### config.mk
export PLATFORM = sky130hd
export DESIGN_NAME = adc_autoseq
export DESIGN_NICKNAME = d
export VERILOG_FILES = /design/src/rtl/aseq_pkg.sv /design/src/rtl/aseq_trig.sv /design/src/rtl/aseq_tick.sv /design/src/rtl/aseq_ctrl.sv /design/src/rtl/aseq_results.sv /design/src/rtl/adc_autoseq.sv
export SDC_FILE = /design/constraint.sdc
export NUM_CORES = 1
export LEC_CHECK = 0
export ABC_AREA = 0
export BUFFER_PORTS_ARGS = -buffer_cell sky130_fd_sc_hd__buf_4
export CORE_ASPECT_RATIO = 1.25
export CORE_MARGIN = 2
export CORE_UTILIZATION = 48
export CTS_CLUSTER_DIAMETER = 120
export DETAILED_ROUTE_END_ITERATION = 6
export PLACE_DENSITY = 0.9
export SYNTH_ARGS = -nofsm -noshare
export SYNTH_HDL_FRONTEND = slang
export SYNTH_SLANG_ARGS = --single-unit
### constraint.sdc
create_clock -name clk_i -period 4.3 [get_ports clk_i]
set_clock_uncertainty 0.05 [all_clocks]
set_input_delay 0.645 -clock clk_i [delete_from_list [all_inputs] [get_ports clk_i]]
set_output_delay 0.645 -clock clk_i [all_outputs]
set_load 0.02 [all_outputs]
### src/rtl/aseq_pkg.sv
package aseq_pkg;

  localparam int CODE_W = 7;
  localparam int SEL_W  = 3;
  localparam int DCNT_W = 5;

  typedef struct packed {
    logic [CODE_W-1:0] code;
    logic [1:0]        send;
    logic [1:0]        dly;
    logic [SEL_W-1:0]  sel;
  } slot_cfg_t;

  localparam int SLOT_W = $bits(slot_cfg_t);

  localparam logic [1:0] SEND_NONE = 2'd0;
  localparam logic [1:0] SEND_PRE  = 2'd1;
  localparam logic [1:0] SEND_POST = 2'd2;

  typedef enum logic [2:0] {
    ST_IDLE, ST_PRE_REQ, ST_PRE_WAIT, ST_DLY, ST_CONV_REQ, ST_CONV_WAIT, ST_POST_WAIT
  } seq_st_e;

  function automatic logic [DCNT_W-1:0] dly_ticks(input logic [1:0] c);
    case (c)
      2'd0:    dly_ticks = DCNT_W'(0);
      2'd1:    dly_ticks = DCNT_W'(4);
      2'd2:    dly_ticks = DCNT_W'(8);
      default: dly_ticks = DCNT_W'(16);
    endcase
  endfunction

endpackage

### src/rtl/aseq_trig.sv
module aseq_trig #(
  parameter int NPWM   = 14,
  parameter int NTMR   = 4,
  parameter int PSEL_W = 4,
  parameter int TSEL_W = 2
) (
  input  logic              clk_i,
  input  logic              rst_ni,
  input  logic              src_i,
  input  logic              rise_i,
  input  logic [PSEL_W-1:0] pwm_sel_i,
  input  logic [TSEL_W-1:0] tmr_sel_i,
  input  logic [NPWM-1:0]   pwm_i,
  input  logic [NTMR-1:0]   tmr_i,
  output logic              evt_o
);

  logic sig, prev_q;

  always_comb begin
    sig = 1'b0;
    if (src_i) begin
      for (int i = 0; i < NTMR; i++)
        if (tmr_sel_i == TSEL_W'(i)) sig = tmr_i[i];
    end else begin
      for (int i = 0; i < NPWM; i++)
        if (pwm_sel_i == PSEL_W'(i)) sig = pwm_i[i];
    end
  end

  always_ff @(posedge clk_i or negedge rst_ni)
    if (!rst_ni) prev_q <= 1'b0;
    else         prev_q <= sig;

  assign evt_o = rise_i ? (sig & ~prev_q) : (~sig & prev_q);

endmodule

### src/rtl/aseq_tick.sv
module aseq_tick #(
  parameter int DIV_W = 3
) (
  input  logic             clk_i,
  input  logic             rst_ni,
  input  logic [DIV_W-1:0] div_i,
  output logic             tick_o
);

  logic [DIV_W-1:0] cnt_q;

  assign tick_o = (cnt_q >= div_i);

  always_ff @(posedge clk_i or negedge rst_ni)
    if (!rst_ni)     cnt_q <= '0;
    else if (tick_o) cnt_q <= '0;
    else             cnt_q <= cnt_q + 1'b1;


  tick_gap_chk: assert property (@(posedge clk_i) disable iff (!rst_ni)
    (tick_o && div_i != '0) |=> (!tick_o || div_i == '0));

endmodule

### src/rtl/aseq_ctrl.sv
module aseq_ctrl import aseq_pkg::*; #(
  parameter int NSLOT = 8,
  parameter int IDX_W = 3
) (
  input  logic              clk_i,
  input  logic              rst_ni,
  input  logic              launch_i,
  input  logic [IDX_W-1:0]  depth_i,
  input  slot_cfg_t         cfg_i [NSLOT],
  input  logic              tick_i,
  input  logic              conv_sh_i,
  input  logic              conv_done_i,
  input  logic              emux_done_i,
  output logic              busy_o,
  output logic              done_o,
  output logic              conv_start_o,
  output logic [SEL_W-1:0]  conv_sel_o,
  output logic              emux_send_o,
  output logic [CODE_W-1:0] emux_code_o,
  output logic              wr_en_o,
  output logic [IDX_W-1:0]  wr_idx_o
);

  seq_st_e           st_q, st_d;
  logic [IDX_W-1:0]  cur_q, cur_d, begin_idx;
  logic [DCNT_W-1:0] dcnt_q, dcnt_d;
  logic              pend_q, pend_d, post_req_q, post_req_d, done_q, done_d;
  logic              begin_slot, end_slot;
  slot_cfg_t         cur_cfg, nxt_cfg;

  assign cur_cfg = cfg_i[cur_q];
  assign nxt_cfg = cfg_i[begin_idx];

  always_comb begin
    st_d       = st_q;
    cur_d      = cur_q;
    dcnt_d     = dcnt_q;
    pend_d     = pend_q;
    post_req_d = 1'b0;
    done_d     = 1'b0;
    wr_en_o    = 1'b0;
    begin_slot = 1'b0;
    end_slot   = 1'b0;
    begin_idx  = cur_q;

    case (st_q)
      ST_IDLE: if (launch_i) begin
        begin_slot = 1'b1;
        begin_idx  = '0;
      end
      ST_PRE_REQ: st_d = ST_PRE_WAIT;
      ST_PRE_WAIT: if (emux_done_i) begin
        if (cur_cfg.dly == 2'd0) st_d = ST_CONV_REQ;
        else begin
          st_d   = ST_DLY;
          dcnt_d = dly_ticks(cur_cfg.dly);
        end
      end
      ST_DLY: if (tick_i) begin
        dcnt_d = dcnt_q - 1'b1;
        if (dcnt_q == DCNT_W'(1)) st_d = ST_CONV_REQ;
      end
      ST_CONV_REQ: st_d = ST_CONV_WAIT;
      ST_CONV_WAIT: begin
        if (pend_q && emux_done_i) pend_d = 1'b0;
        if (conv_sh_i && cur_cfg.send == SEND_POST) begin
          post_req_d = 1'b1;
          pend_d     = 1'b1;
        end
        if (conv_done_i) begin
          wr_en_o = 1'b1;
          if (pend_d) st_d = ST_POST_WAIT;
          else        end_slot = 1'b1;
        end
      end
      ST_POST_WAIT: if (pend_q && emux_done_i) begin
        pend_d   = 1'b0;
        end_slot = 1'b1;
      end
      default: st_d = ST_IDLE;
    endcase

    if (end_slot) begin
      if (cur_q == depth_i) begin
        st_d   = ST_IDLE;
        done_d = 1'b1;
      end else begin
        begin_slot = 1'b1;
        begin_idx  = IDX_W'(cur_q + 1'b1);
      end
    end

    if (begin_slot) begin
      cur_d = begin_idx;
      if (nxt_cfg.send == SEND_PRE)  st_d = ST_PRE_REQ;
      else if (nxt_cfg.dly == 2'd0)  st_d = ST_CONV_REQ;
      else begin
        st_d   = ST_DLY;
        dcnt_d = dly_ticks(nxt_cfg.dly);
      end
    end
  end

  always_ff @(posedge clk_i or negedge rst_ni)
    if (!rst_ni) begin
      st_q       <= ST_IDLE;
      cur_q      <= '0;
      dcnt_q     <= '0;
      pend_q     <= 1'b0;
      post_req_q <= 1'b0;
      done_q     <= 1'b0;
    end else begin
      st_q       <= st_d;
      cur_q      <= cur_d;
      dcnt_q     <= dcnt_d;
      pend_q     <= pend_d;
      post_req_q <= post_req_d;
      done_q     <= done_d;
    end

  assign busy_o       = (st_q != ST_IDLE);
  assign done_o       = done_q;
  assign conv_start_o = (st_q == ST_CONV_REQ);
  assign conv_sel_o   = cur_cfg.sel;
  assign emux_send_o  = (st_q == ST_PRE_REQ) | post_req_q;
  assign emux_code_o  = cur_cfg.code;
  assign wr_idx_o     = cur_q;


  done_busy_chk: assert property (@(posedge clk_i) disable iff (!rst_ni)
    done_o |-> !busy_o);

  done_pulse_chk: assert property (@(posedge clk_i) disable iff (!rst_ni)
    done_o |=> !done_o);

  busy_fall_chk: assert property (@(posedge clk_i) disable iff (!rst_ni)
    $fell(busy_o) |-> done_o);

  conv_busy_chk: assert property (@(posedge clk_i) disable iff (!rst_ni)
    conv_start_o |-> busy_o);

  send_excl_chk: assert property (@(posedge clk_i) disable iff (!rst_ni)
    emux_send_o |-> !conv_start_o);

  dly_expire_chk: assert property (@(posedge clk_i) disable iff (!rst_ni)
    (st_q == ST_DLY && tick_i && dcnt_q == DCNT_W'(1)) |=> conv_start_o);

endmodule

### src/rtl/aseq_results.sv
module aseq_results #(
  parameter int NSLOT = 8,
  parameter int RES_W = 9,
  parameter int IDX_W = 3
) (
  input  logic                   clk_i,
  input  logic                   rst_ni,
  input  logic                   wr_en_i,
  input  logic [IDX_W-1:0]       wr_idx_i,
  input  logic [RES_W-1:0]       data_i,
  output logic [NSLOT*RES_W-1:0] res_o
);

  for (genvar k = 0; k < NSLOT; k++) begin : g_slot
    logic [RES_W-1:0] r_q;
    always_ff @(posedge clk_i or negedge rst_ni)
      if (!rst_ni)                                    r_q <= '0;
      else if (wr_en_i && wr_idx_i == IDX_W'(k))      r_q <= data_i;
    assign res_o[k*RES_W +: RES_W] = r_q;
  end

endmodule

### src/rtl/adc_autoseq.sv
module adc_autoseq import aseq_pkg::*; #(
  parameter int NSLOT = 8,
  parameter int RES_W = 9,
  parameter int NPWM  = 14,
  parameter int NTMR  = 4,
  parameter int DIV_W = 3,
  localparam int IDX_W  = $clog2(NSLOT),
  localparam int PSEL_W = $clog2(NPWM),
  localparam int TSEL_W = $clog2(NTMR)
) (
  input  logic                    clk_i,
  input  logic                    rst_ni,
  input  logic                    en_i,
  input  logic                    start_i,
  input  logic                    trig_src_i,
  input  logic                    trig_rise_i,
  input  logic [PSEL_W-1:0]       pwm_sel_i,
  input  logic [TSEL_W-1:0]       tmr_sel_i,
  input  logic [NPWM-1:0]         pwm_i,
  input  logic [NTMR-1:0]         tmr_i,
  input  logic [IDX_W-1:0]        depth_i,
  input  logic [DIV_W-1:0]        clk_div_i,
  input  logic [NSLOT*SLOT_W-1:0] slot_cfg_i,
  output logic                    conv_start_o,
  output logic [SEL_W-1:0]        conv_sel_o,
  input  logic                    conv_sh_i,
  input  logic                    conv_done_i,
  input  logic [RES_W-1:0]        conv_data_i,
  output logic                    emux_send_o,
  output logic [CODE_W-1:0]       emux_code_o,
  input  logic                    emux_done_i,
  output logic                    busy_o,
  output logic                    done_o,
  output logic [NSLOT*RES_W-1:0]  res_o
);

  slot_cfg_t        cfg [NSLOT];
  logic             evt, tick, launch, wr_en;
  logic [IDX_W-1:0] wr_idx;

  for (genvar k = 0; k < NSLOT; k++) begin : g_cfg
    assign cfg[k] = slot_cfg_t'(slot_cfg_i[k*SLOT_W +: SLOT_W]);
  end

  aseq_trig #(.NPWM(NPWM), .NTMR(NTMR), .PSEL_W(PSEL_W), .TSEL_W(TSEL_W)) u_trig (
    .clk_i, .rst_ni,
    .src_i(trig_src_i), .rise_i(trig_rise_i),
    .pwm_sel_i, .tmr_sel_i, .pwm_i, .tmr_i,
    .evt_o(evt)
  );

  aseq_tick #(.DIV_W(DIV_W)) u_tick (
    .clk_i, .rst_ni, .div_i(clk_div_i), .tick_o(tick)
  );

  assign launch = en_i & (evt | start_i);

  aseq_ctrl #(.NSLOT(NSLOT), .IDX_W(IDX_W)) u_ctrl (
    .clk_i, .rst_ni,
    .launch_i(launch), .depth_i, .cfg_i(cfg), .tick_i(tick),
    .conv_sh_i, .conv_done_i, .emux_done_i,
    .busy_o, .done_o, .conv_start_o, .conv_sel_o,
    .emux_send_o, .emux_code_o,
    .wr_en_o(wr_en), .wr_idx_o(wr_idx)
  );

  aseq_results #(.NSLOT(NSLOT), .RES_W(RES_W), .IDX_W(IDX_W)) u_res (
    .clk_i, .rst_ni,
    .wr_en_i(wr_en), .wr_idx_i(wr_idx), .data_i(conv_data_i),
    .res_o
  );


  idle_en_chk: assert property (@(posedge clk_i) disable iff (!rst_ni)
    (!busy_o && !en_i) |=> !busy_o);

endmodule

==> results_dict.tcl, run 1 <==
set metrics [dict create \
    cellLeakagePower_nw 3.88 \
    ctsLongestPathBuffers 2 \
    ant_nets 0 \
    cts.sinks 90 \
    netSwitchingFraction 0.411 \
    power.combinational.fraction 0.572 \
    tritoncts.num_buffers 9 \
    crit_path_end_kind "flip-flop" \
    place_worst_setup_slack_ns 0.0241 \
    critical_path.max_fanout 11 \
    total_power_mw 5.09 \
    grt_pass1_wl_mm 27.8 \
    synth_fp_nets 657 \
    synthToLayoutAreaGrowth_pct 40.7 \
    post-synth-top-count-cell "sky130_fd_sc_hd__dfrtp_1" \
    maxSlewHeadroom 0.264 \
    slew_violations 0 \
    mappedNetlistArea_um2 5570 \
    internal-power_mw 3.00 \
    avgSynthCellArea_um2 11.6 \
    worst_setup_path_start_kind "flip-flop" \
    avgRoutedWirePerCell_um 21.0 \
    first_global_vias 5327 \
    chipHeight_um 124 \
    synth_enable_flop_cells 0 \
    worstSkewPairLatency_ns 0.33 \
    postCtsResizedCells 0 \
    fp-row-count 43 \
    sequentialPowerShare 0.285 \
    drc 0 \
    post-cts-setup-buffer-count 0 \
    synthDominantAreaCellType "sky130_fd_sc_hd__dfrtp_1" \
    run_status "finished clean" \
    dr.first_iter.drc_count 378 \
    synth.distinct_cells 64 \
    postSynth.asyncResetShare 1.00 \
    drt_wl_total_mm 18.3 \
    clkTransAtPathRegs_ns 0.07 \
    maxcap_viol_count 0 \
    antenna_found_initial 9 \
    worst_slack_ns 0.237 \
    drt_pass1_iterations 5 \
    htree_levels 3 \
    crit_required_ns 4.47 \
    setup-violations-final 0 \
    synthDominantCellAreaShare 0.405 \
    synth-seq-cells 90 \
    clock-root-buffer "sky130_fd_sc_hd__clkbuf_16" \
    rsz_0062_raised_after_global_routing "no" \
    maximum_number_of_pins_on_one_net_before_global_route_repair 91 \
    layout_min_cycle_time_ns 4.06 \
    startpoint_to_endpoint_class_of_the_critical_path "flip-flop to flip-flop" \
    hold_buffers 0 \
    nNetsFinal 899 \
    hold_path.class "flip-flop to flip-flop" \
    grtUsageTotal 0.293 \
    synthTopCellsByCount "sky130_fd_sc_hd__dfrtp_1 (90), sky130_fd_sc_hd__mux2_2 (79), sky130_fd_sc_hd__nand2_1 (58)" \
    power.net_switching_mw 2.09 \
    boundaryPins 246 \
    tightest_slew_ns 1.10 \
    netlist_top_cells_area "sky130_fd_sc_hd__dfrtp_1 (40%), sky130_fd_sc_hd__mux2_2 (16%), sky130_fd_sc_hd__mux4_2 (11%), sky130_fd_sc_hd__ha_1 (4.0%), sky130_fd_sc_hd__nand2_1 (3.9%)" \
    start_util 0.497 \
    critical_path_arrival_ns 4.23 \
    cts_tree "yes" \
    num_vias 5049 \
    netlist_instances 479 \
    clock.fmax_mhz 246 \
    final_min_period_over_clock_period 0.945 \
    globalplace.congestion 0.961 \
    p_per_area_nw_per_um2 650 \
    power.share.clock 0.143 \
    grt_overflow 0 \
    numPortBuffers 245 \
    synthFlopType "sky130_fd_sc_hd__dfrtp_1" \
    drive_gt1_frac 0.532 \
    post_drt_via_cell_ratio 5.82 \
    synth_seq_area_share 0.405 \
    ir_drop_v 0.000441 \
    floorplan.die_area_um2 12500 \
    yosysWarningCount 0 \
    timing.setup.tns_ns 0 \
    hold_violations 0 \
    horiz_die_dim_um 100 \
    dpl.hpwl_mm 15.0 \
    core_region_area_um2 11200 \
]
[area by class of cell]
class                           count  area, um^2
Tap cell                          135         169
Multi-Input combinational cell    347        3140
Timing Repair Buffer              253        1900
Clock inverter                      5        40.0
Inverter                           20        75.1
Sequential cell                    90        2250
Antenna cell                        8        20.0
Fill cell                         785        3360
Clock buffer                       10         239
[layer usage]
layer  part of all wire  wire length (um)  vias up  track usage
li1                   -                 -     2273            -
met2               0.51              9340      307        0.508
met3               0.10              1840       55       0.0960
met5             0.0014                25        -            0
met4              0.040               728        4        0.135
met1               0.35              6330     2410        0.318
[metrics by stage]
step,instance area [um^2],std cells,utilization,hold slack (ns)
final,7830,868,0.700,0.422
after global routing,7820,861,0.698,0.464
after CTS,7810,860,0.698,0.424
after detailed placement,7530,845,0.673,0.416
after global placement,7530,845,0.673,0.399
after floorplan,5570,479,-,0.299
[power by group through the flow]
stage / Sequential [mW] / Clock [mW] / Combinational [mW]
final: 1.45 / 0.728 / 2.91
after CTS: 1.44 / 0.737 / 2.92
after global routing: 1.49 / 0.774 / 3.11
after detailed placement: 1.45 / 0 / 2.90
after global placement: 1.43 / 0 / 2.81
after floorplan: 1.71 / 0 / 1.54
[flip-flops by register name (all words and copies together), names as in the netlist]
register           cells
u_ctrl.dcnt_q          5
u_ctrl.done_o          1
u_ctrl.pend_q          1
u_ctrl.post_req_q      1
u_ctrl.st_q            3
u_ctrl.wr_idx_o        3
u_res.g_slot.r_q      72
u_tick.cnt_q           3
u_trig.prev_q          1
[placed cells by master (no fill, tap or decap), drive strengths merged, types with 7 or more instances in the layout]
master | synthesis | layout
and2 | 7 | 7
nor3 | 9 | 9
dfrtp | 90 | 90
mux4 | 28 | 28
a21oi | 11 | 11
nand3 | 7 | 7
nand2b | 13 | 13
and3 | 8 | 8
diode | 0 | 8
nor2b | 10 | 10
o21ai | 8 | 8
mux2i | 14 | 14
nand2 | 59 | 59
nor2 | 13 | 13
inv | 18 | 19
buf | 5 | 253
mux2 | 81 | 81
clkbuf | 17 | 10
ha | 18 | 18
[critical path, stage by stage, from the launching register on]
cell	delay (ns)
sky130_fd_sc_hd__dfrtp_2	0.42
sky130_fd_sc_hd__inv_2	0.17
sky130_fd_sc_hd__mux4_2	0.60
sky130_fd_sc_hd__a311oi_4	0.35
sky130_fd_sc_hd__nand2_2	0.20
sky130_fd_sc_hd__nor2_1	0.19
sky130_fd_sc_hd__a31o_2	0.33
sky130_fd_sc_hd__mux2i_1	0.13
sky130_fd_sc_hd__mux2_2	0.29
sky130_fd_sc_hd__mux2_2	0.29
sky130_fd_sc_hd__ha_1	0.23
sky130_fd_sc_hd__nor2_1	0.14
sky130_fd_sc_hd__o311a_4	0.25
sky130_fd_sc_hd__mux2_4	0.30
[cell families (layout without fill, tap and decap cells)]
group,Yosys count,in the layout,synth area share
AND/OR/NAND/NOR,135,135,0.119
multiplexers,123,123,0.304
flip-flops,90,90,0.405
AO/OA/AOI/OAI,64,64,0.0897
buffers and inverters,42,288,0.0317
adder cells (fa/ha/maj),18,18,0.0405
XOR/XNOR,7,7,0.0110
other,0,8,0
[worst paths after layout]
kind,endpoint,start,slack [ns],cells past startpoint
setup / recovery,u_ctrl.dcnt_q[2],u_ctrl.wr_idx_o[0],0.24,13
hold / removal,u_tick.cnt_q[0],u_tick.cnt_q[0],0.42,1
setup reg to reg,u_ctrl.dcnt_q[2],u_ctrl.wr_idx_o[0],0.24,13
hold reg to reg,u_tick.cnt_q[0],u_tick.cnt_q[0],0.42,1
max in group asynchronous,u_ctrl.wr_idx_o[0],rst_ni,2.97,1
min in group asynchronous,u_res.g_slot[7].r_q[6],rst_ni,0.46,1
Power figures use the tool's default switching activity.
==> inputs of run 2 (changes only) <==
Settings changed: CELL_PAD_IN_SITES_DETAIL_PLACEMENT set to 1, CELL_PAD_IN_SITES_GLOBAL_PLACEMENT set to 1, CORE_UTILIZATION 48 to 36, SETUP_SLACK_MARGIN set to 0.5.
Clock period 4.3 ns to 4.1 ns, I/O delays scaled along.
==> run 2 against run 1 <==
Critical path depth increased by 1. Die area grew 32%. Via count is 2.1% higher. Sequential power is 6% higher. Register-to-register slack gained 0.27 ns.
==> results_dict.tcl, run 2 (synthesized netlist as in run 1, its figures left out) <==
set metrics [dict create \
    run_status "finished clean" \
    top_register "u_res.g_slot.r_q" \
    power.net_switching_mw 2.38 \
    drive_gt1_frac 0.563 \
    crit_required_ns 4.27 \
    synthToLayoutAreaGrowth_pct 47.2 \
    rrSetupSlack_ns 0.51 \
    area.sequential_um2 2250 \
    stdcell_count 955 \
    critical_path_arrival_ns 3.78 \
    numPortBuffers 245 \
    multi_input_comb_area_um2 3270 \
    layout_min_cycle_time_ns 3.61 \
    chipHeight_um 143 \
    numPlacedInstances 921 \
    internal-power_mw 3.29 \
    hold_path.class "primary input to async pin" \
    crit_chain "buf_4, nand2b_1, mux4_2, o311a_1, nand2_4, nand2_2, o22ai_2, buf_4, mux2_2, mux2_4, ha_4, nor2_4, o311a_4, mux2_4" \
    ctsLongestPathBuffers 2 \
    cts_tree "yes" \
    boundaryPins 246 \
    hold_buffers 0 \
    horiz_die_dim_um 115 \
    clock-root-buffer "sky130_fd_sc_hd__clkbuf_16" \
    p_per_area_nw_per_um2 692 \
    start_util 0.369 \
    nNetsFinal 919 \
    slew_violations 0 \
    final_min_period_over_clock_period 0.880 \
    most_common_cell_after_layout_fill_and_taps_aside "sky130_fd_sc_hd__buf_4" \
    power.share.clock 0.136 \
    worstSkewPairLatency_ns 0.34 \
    layout.cell_area.non_filler_um2 8190 \
    hold_violations 0 \
    ant_nets 0 \
    critical_path.max_fanout 7 \
    clkTransAtPathRegs_ns 0.06 \
    dr.first_iter.drc_count 335 \
    fp-row-count 50 \
    drt_wl_total_mm 20.4 \
    core_region_area_um2 15100 \
    maxcap_viol_count 0 \
    slowest_stage "sky130_fd_sc_hd__mux4_2" \
    htree_levels 3 \
    ff2ff_path_depth 13 \
    rsz_0062_raised_after_global_routing "yes" \
    detailed_place.area_um2 7670 \
    drt_pass1_iterations 4 \
    cts.sinks 90 \
    maximum_number_of_pins_on_one_net_before_global_route_repair 60 \
    layout_common_cells "sky130_fd_sc_hd__buf_4 (270), sky130_fd_sc_hd__dfrtp_1 (88), sky130_fd_sc_hd__mux2_2 (74)" \
    startpoint_to_endpoint_class_of_the_critical_path "primary input to flip-flop" \
    netSwitchingFraction 0.420 \
    first_global_vias 5720 \
    avgRoutedWirePerCell_um 21.3 \
    grtUsageTotal 0.244 \
    fill_cells 1637 \
    globalplace.congestion 0.831 \
    ir_drop_v 0.000467 \
    layout_top_registers "u_res.g_slot.r_q x72, u_ctrl.dcnt_q x5" \
    grt_pass1_wl_mm 30.4 \
    num_vias 5154 \
    cpPeakStageDelay_ns 0.51 \
    sequentialPowerShare 0.271 \
    power.combinational.fraction 0.593 \
    setup-violations-final 0 \
    crit_path_end_kind "flip-flop" \
    clock.fmax_mhz 277 \
    antenna_found_initial 1 \
    tritoncts.num_buffers 9 \
    worst_setup_path_start_kind "primary input" \
    drc 0 \
    maxSlewHeadroom 0.495 \
    cellLeakagePower_nw 4.02 \
    number_of_flip_flops_under_the_largest_register_name 72 \
    post_drt_via_cell_ratio 5.40 \
    tightest_slew_ns 0.757 \
    floorplan.die_area_um2 16500 \
    dpl.hpwl_mm 16.2 \
    grt_overflow 0 \
]
-- run 2: changes by cell type in the layout (fill, tap and decap cells not counted), sizes merged --
cell	previous run	this run
inv	19	20
diode	8	1
buf	253	272
a31o	4	5
-- run 2: metrics by stage --
| stage | TNS [ns] | hold slack (ns) | total power [mW] | setup WS (ns) | util |
|---|---|---|---|---|---|
| 2_1_floorplan | 0 | 0.269 | 3.45 | 0.219 | - |
| 3_3_place_gp | 0 | 0.401 | 4.54 | 0.127 | 0.509 |
| 3_5_place_dp | -0.0184 | 0.437 | 4.70 | -0.0110 | 0.509 |
| 4_1_cts | 0 | 0.313 | 5.64 | 0.504 | 0.539 |
| 5_1_grt | 0 | 0.337 | 6.00 | 0.411 | 0.543 |
| 6_report | 0 | 0.283 | 5.67 | 0.490 | 0.543 |
-- run 2: cell type report --
cell class              count  share of cell area
repair buffers            272               0.250
clock buffers              10              0.0280
diodes                      1            0.000305
well taps                 208              0.0318
multi-input cells         348               0.399
flip-flops and latches     90               0.275
inverters                  20             0.00993
clock inverters             6             0.00596
-- run 2: final timing paths --
| check | start | endpoint |
|---|---|---|
| min in group clk_i | u_tick.cnt_q[0] | u_tick.cnt_q[0] |
| setup / recovery | slot_cfg_i[33] | u_ctrl.dcnt_q[3] |
| hold reg to reg | u_tick.cnt_q[0] | u_tick.cnt_q[0] |
| max in group asynchronous | rst_ni | u_res.g_slot[3].r_q[7] |
| hold / removal | rst_ni | u_res.g_slot[5].r_q[1] |
| setup reg to reg | u_ctrl.wr_idx_o[0] | u_ctrl.dcnt_q[3] |
-- run 2: routing by layer --
| layer | vias to the layer above | GRT usage | wire length, um |
|---|---|---|---|
| li1 | 2298 | - | - |
| met1 | 2561 | 0.247 | 7130 |
| met2 | 256 | 0.485 | 11500 |
| met3 | 37 | 0.0518 | 1280 |
| met4 | 2 | 0.0799 | 472 |
| met5 | - | 0 | 5 |
-- run 2: repair_timing --
action                                  in CTS  in global routing
endpoints found under the setup margin       6                  5
buffers inserted                            13                  3
pin swaps                                   11                  8
gates cloned                                 1                  0
gates resized for setup                     16                  9
-- run 2: power by group through the flow --
stage               Sequential [mW]  Clock (mW)  Combinational [mW]
floorplan                      1.80           0                1.65
global placement               1.52           0                3.02
detailed placement             1.55           0                3.15
CTS                            1.54       0.786                3.32
global route                   1.59       0.821                3.59
finish                         1.54       0.768                3.36
-- run 2: critical path, delay by kind of cell --
family | cells | cell delay (ns)
and+or+nand+nor | 4 | 0.50
muxes | 4 | 1.46
adders and majority gates | 1 | 0.18
AOI/OAI and AO/OA | 3 | 0.72
buffers and inverters | 2 | 0.29
==> inputs of run 3 (changes only) <==
Settings changed: MAX_ROUTING_LAYER set to met4, SLEW_MARGIN set to 25.
==> run 3 against run 2 <==
Clock power about the same. Cell count unchanged. Critical endpoint unchanged. Combinational power about the same. Fmax about the same. Register-to-register slack about the same. Critical path depth unchanged. Count of clock-buffer cells in the layout unchanged. Sequential power about the same. Via count decreased by 0.14%. Total power about the same. Die area unchanged.
==> results_dict.tcl, run 3 (synthesized netlist as in run 1, its figures left out) <==
set metrics [dict create \
    run_status "finished clean" \
    htree_levels 3 \
    area.sequential_um2 2250 \
    dr.first_iter.drc_count 325 \
    grtUsageTotal 0.251 \
    clock-root-buffer "sky130_fd_sc_hd__clkbuf_16" \
    start_util 0.369 \
    boundaryPins 246 \
    globalplace.congestion 0.844 \
    top_register "u_res.g_slot.r_q" \
    fill_cells 1637 \
    post_drt_via_cell_ratio 5.39 \
    crit_path_end_kind "flip-flop" \
    critical_path.max_fanout 7 \
    worstSkewPairLatency_ns 0.34 \
    grt_overflow 0 \
    startpoint_to_endpoint_class_of_the_critical_path "primary input to flip-flop" \
    horiz_die_dim_um 115 \
    ff2ff_path_depth 13 \
    crit_required_ns 4.28 \
    numPlacedInstances 921 \
    slew_violations 0 \
    grt_pass1_wl_mm 30.3 \
    total_power_mw 5.67 \
    cpPeakStageDelay_ns 0.51 \
    clock.fmax_mhz 277 \
    hold_buffers 0 \
    stdcell_count 955 \
    drc 0 \
    cts_tree "yes" \
    ir_drop_v 0.000467 \
    drive_gt1_frac 0.563 \
    hold_violations 0 \
    timing.rr.start "u_ctrl.wr_idx_o[0]" \
    worst_setup_path_start_kind "primary input" \
    crit_chain "buf_4, nand2b_1, mux4_2, o311a_1, nand2_4, nand2_2, o22ai_2, buf_4, mux2_2, mux2_4, ha_4, nor2_4, o311a_4, mux2_4" \
    first_global_vias 5725 \
    final_min_period_over_clock_period 0.881 \
    layout_common_cells "sky130_fd_sc_hd__buf_4 (270), sky130_fd_sc_hd__dfrtp_1 (88), sky130_fd_sc_hd__mux2_2 (74)" \
    chipHeight_um 143 \
    nNetsFinal 919 \
    cellLeakagePower_nw 4.02 \
    ant_nets 0 \
    tightest_slew_ns 0.768 \
    detailed_place.area_um2 7670 \
    core_region_area_um2 15100 \
    timing.setup.tns_ns 0 \
    slowest_stage "sky130_fd_sc_hd__mux4_2" \
    finalHoldWorstSlack_ns 0.284 \
    ctsLongestPathBuffers 2 \
    critical_path_arrival_ns 3.79 \
    hold_path.class "primary input to async pin" \
    maximum_number_of_pins_on_one_net_before_global_route_repair 60 \
    cts.sinks 90 \
    setup-violations-final 0 \
    numPortBuffers 245 \
    synthToLayoutAreaGrowth_pct 47.2 \
    drt_wl_total_mm 20.4 \
    rsz_0062_raised_after_global_routing "yes" \
    maxcap_viol_count 0 \
    antenna_found_initial 1 \
    fp-row-count 50 \
    dpl.hpwl_mm 16.2 \
    floorplan.die_area_um2 16500 \
    number_of_flip_flops_under_the_largest_register_name 72 \
    clkTransAtPathRegs_ns 0.06 \
    layout_top_registers "u_res.g_slot.r_q x72, u_ctrl.dcnt_q x5" \
    p_per_area_nw_per_um2 692 \
    maxSlewHeadroom 0.488 \
    tritoncts.num_buffers 9 \
    most_common_cell_after_layout_fill_and_taps_aside "sky130_fd_sc_hd__buf_4" \
    layout_min_cycle_time_ns 3.61 \
    capture_point_of_the_worst_reg_to_reg_path "u_ctrl.dcnt_q[3]" \
    layout.cell_area.non_filler_um2 8190 \
    avgRoutedWirePerCell_um 21.3 \
    num_vias 5147 \
    rrSetupSlack_ns 0.51 \
    multi_input_comb_area_um2 3270 \
    drt_pass1_iterations 4 \
]
[run 3: metal layers]
metal  part of all wire  global-route usage  routed length, um
met4              0.023              0.0799                476
met1               0.36               0.249               7240
met3              0.060              0.0458               1220
met5                  0                   -                  0
met2               0.56               0.486              11400
[run 3: worst max-delay path by stage]
stage	cells past startpoint	startpoint	end
detailed placement	14	slot_cfg_i[90]	u_ctrl.dcnt_q[3]
global route	14	pwm_sel_i[0]	u_ctrl.dcnt_q[3]
global placement	14	pwm_sel_i[0]	u_ctrl.dcnt_q[3]
floorplan	15	pwm_sel_i[0]	u_ctrl.dcnt_q[2]
finish	14	slot_cfg_i[33]	u_ctrl.dcnt_q[3]
CTS	13	u_ctrl.wr_idx_o[0]	u_ctrl.dcnt_q[3]
[run 3: critical path, delay by kind of cell]
kind                       cells  cell delay (ns)
AOI/OAI and AO/OA              3             0.73
and+or+nand+nor                4             0.50
adders and majority gates      1             0.18
muxes                          4             1.46
buffers and inverters          2             0.29
[run 3: metrics by stage]
| stage | util | setup WS [ns] |
|---|---|---|
| final | 0.543 | 0.487 |
| after global placement | 0.509 | 0.127 |
| after floorplan | - | 0.219 |
| after CTS | 0.539 | 0.504 |
| after detailed placement | 0.509 | -0.0110 |
| after global routing | 0.543 | 0.411 |
[run 3: layout make-up]
class | count | share of cell area
diodes | 1 | 0.000305
clock buffers | 10 | 0.0280
clock inverters | 6 | 0.00596
inverters | 20 | 0.00993
multi-input cells | 348 | 0.399
flip-flops and latches | 90 | 0.275
well taps | 208 | 0.0318
repair buffers | 272 | 0.250
[run 3: power by group]
part / internal (mW) / switching, mW / total [mW]
sequential: 1.25 / 0.291 / 1.54
combinational: 1.62 / 1.73 / 3.36
clock: 0.417 / 0.353 / 0.770
[run 3: what timing repair did]
item / in CTS / in global routing
setup endpoints to repair: 6 / 5
resized for setup: 16 / 9
setup buffers: 13 / 3
hold endpoints to repair: 0 / 0
cloned: 1 / 0
pin swaps: 11 / 8
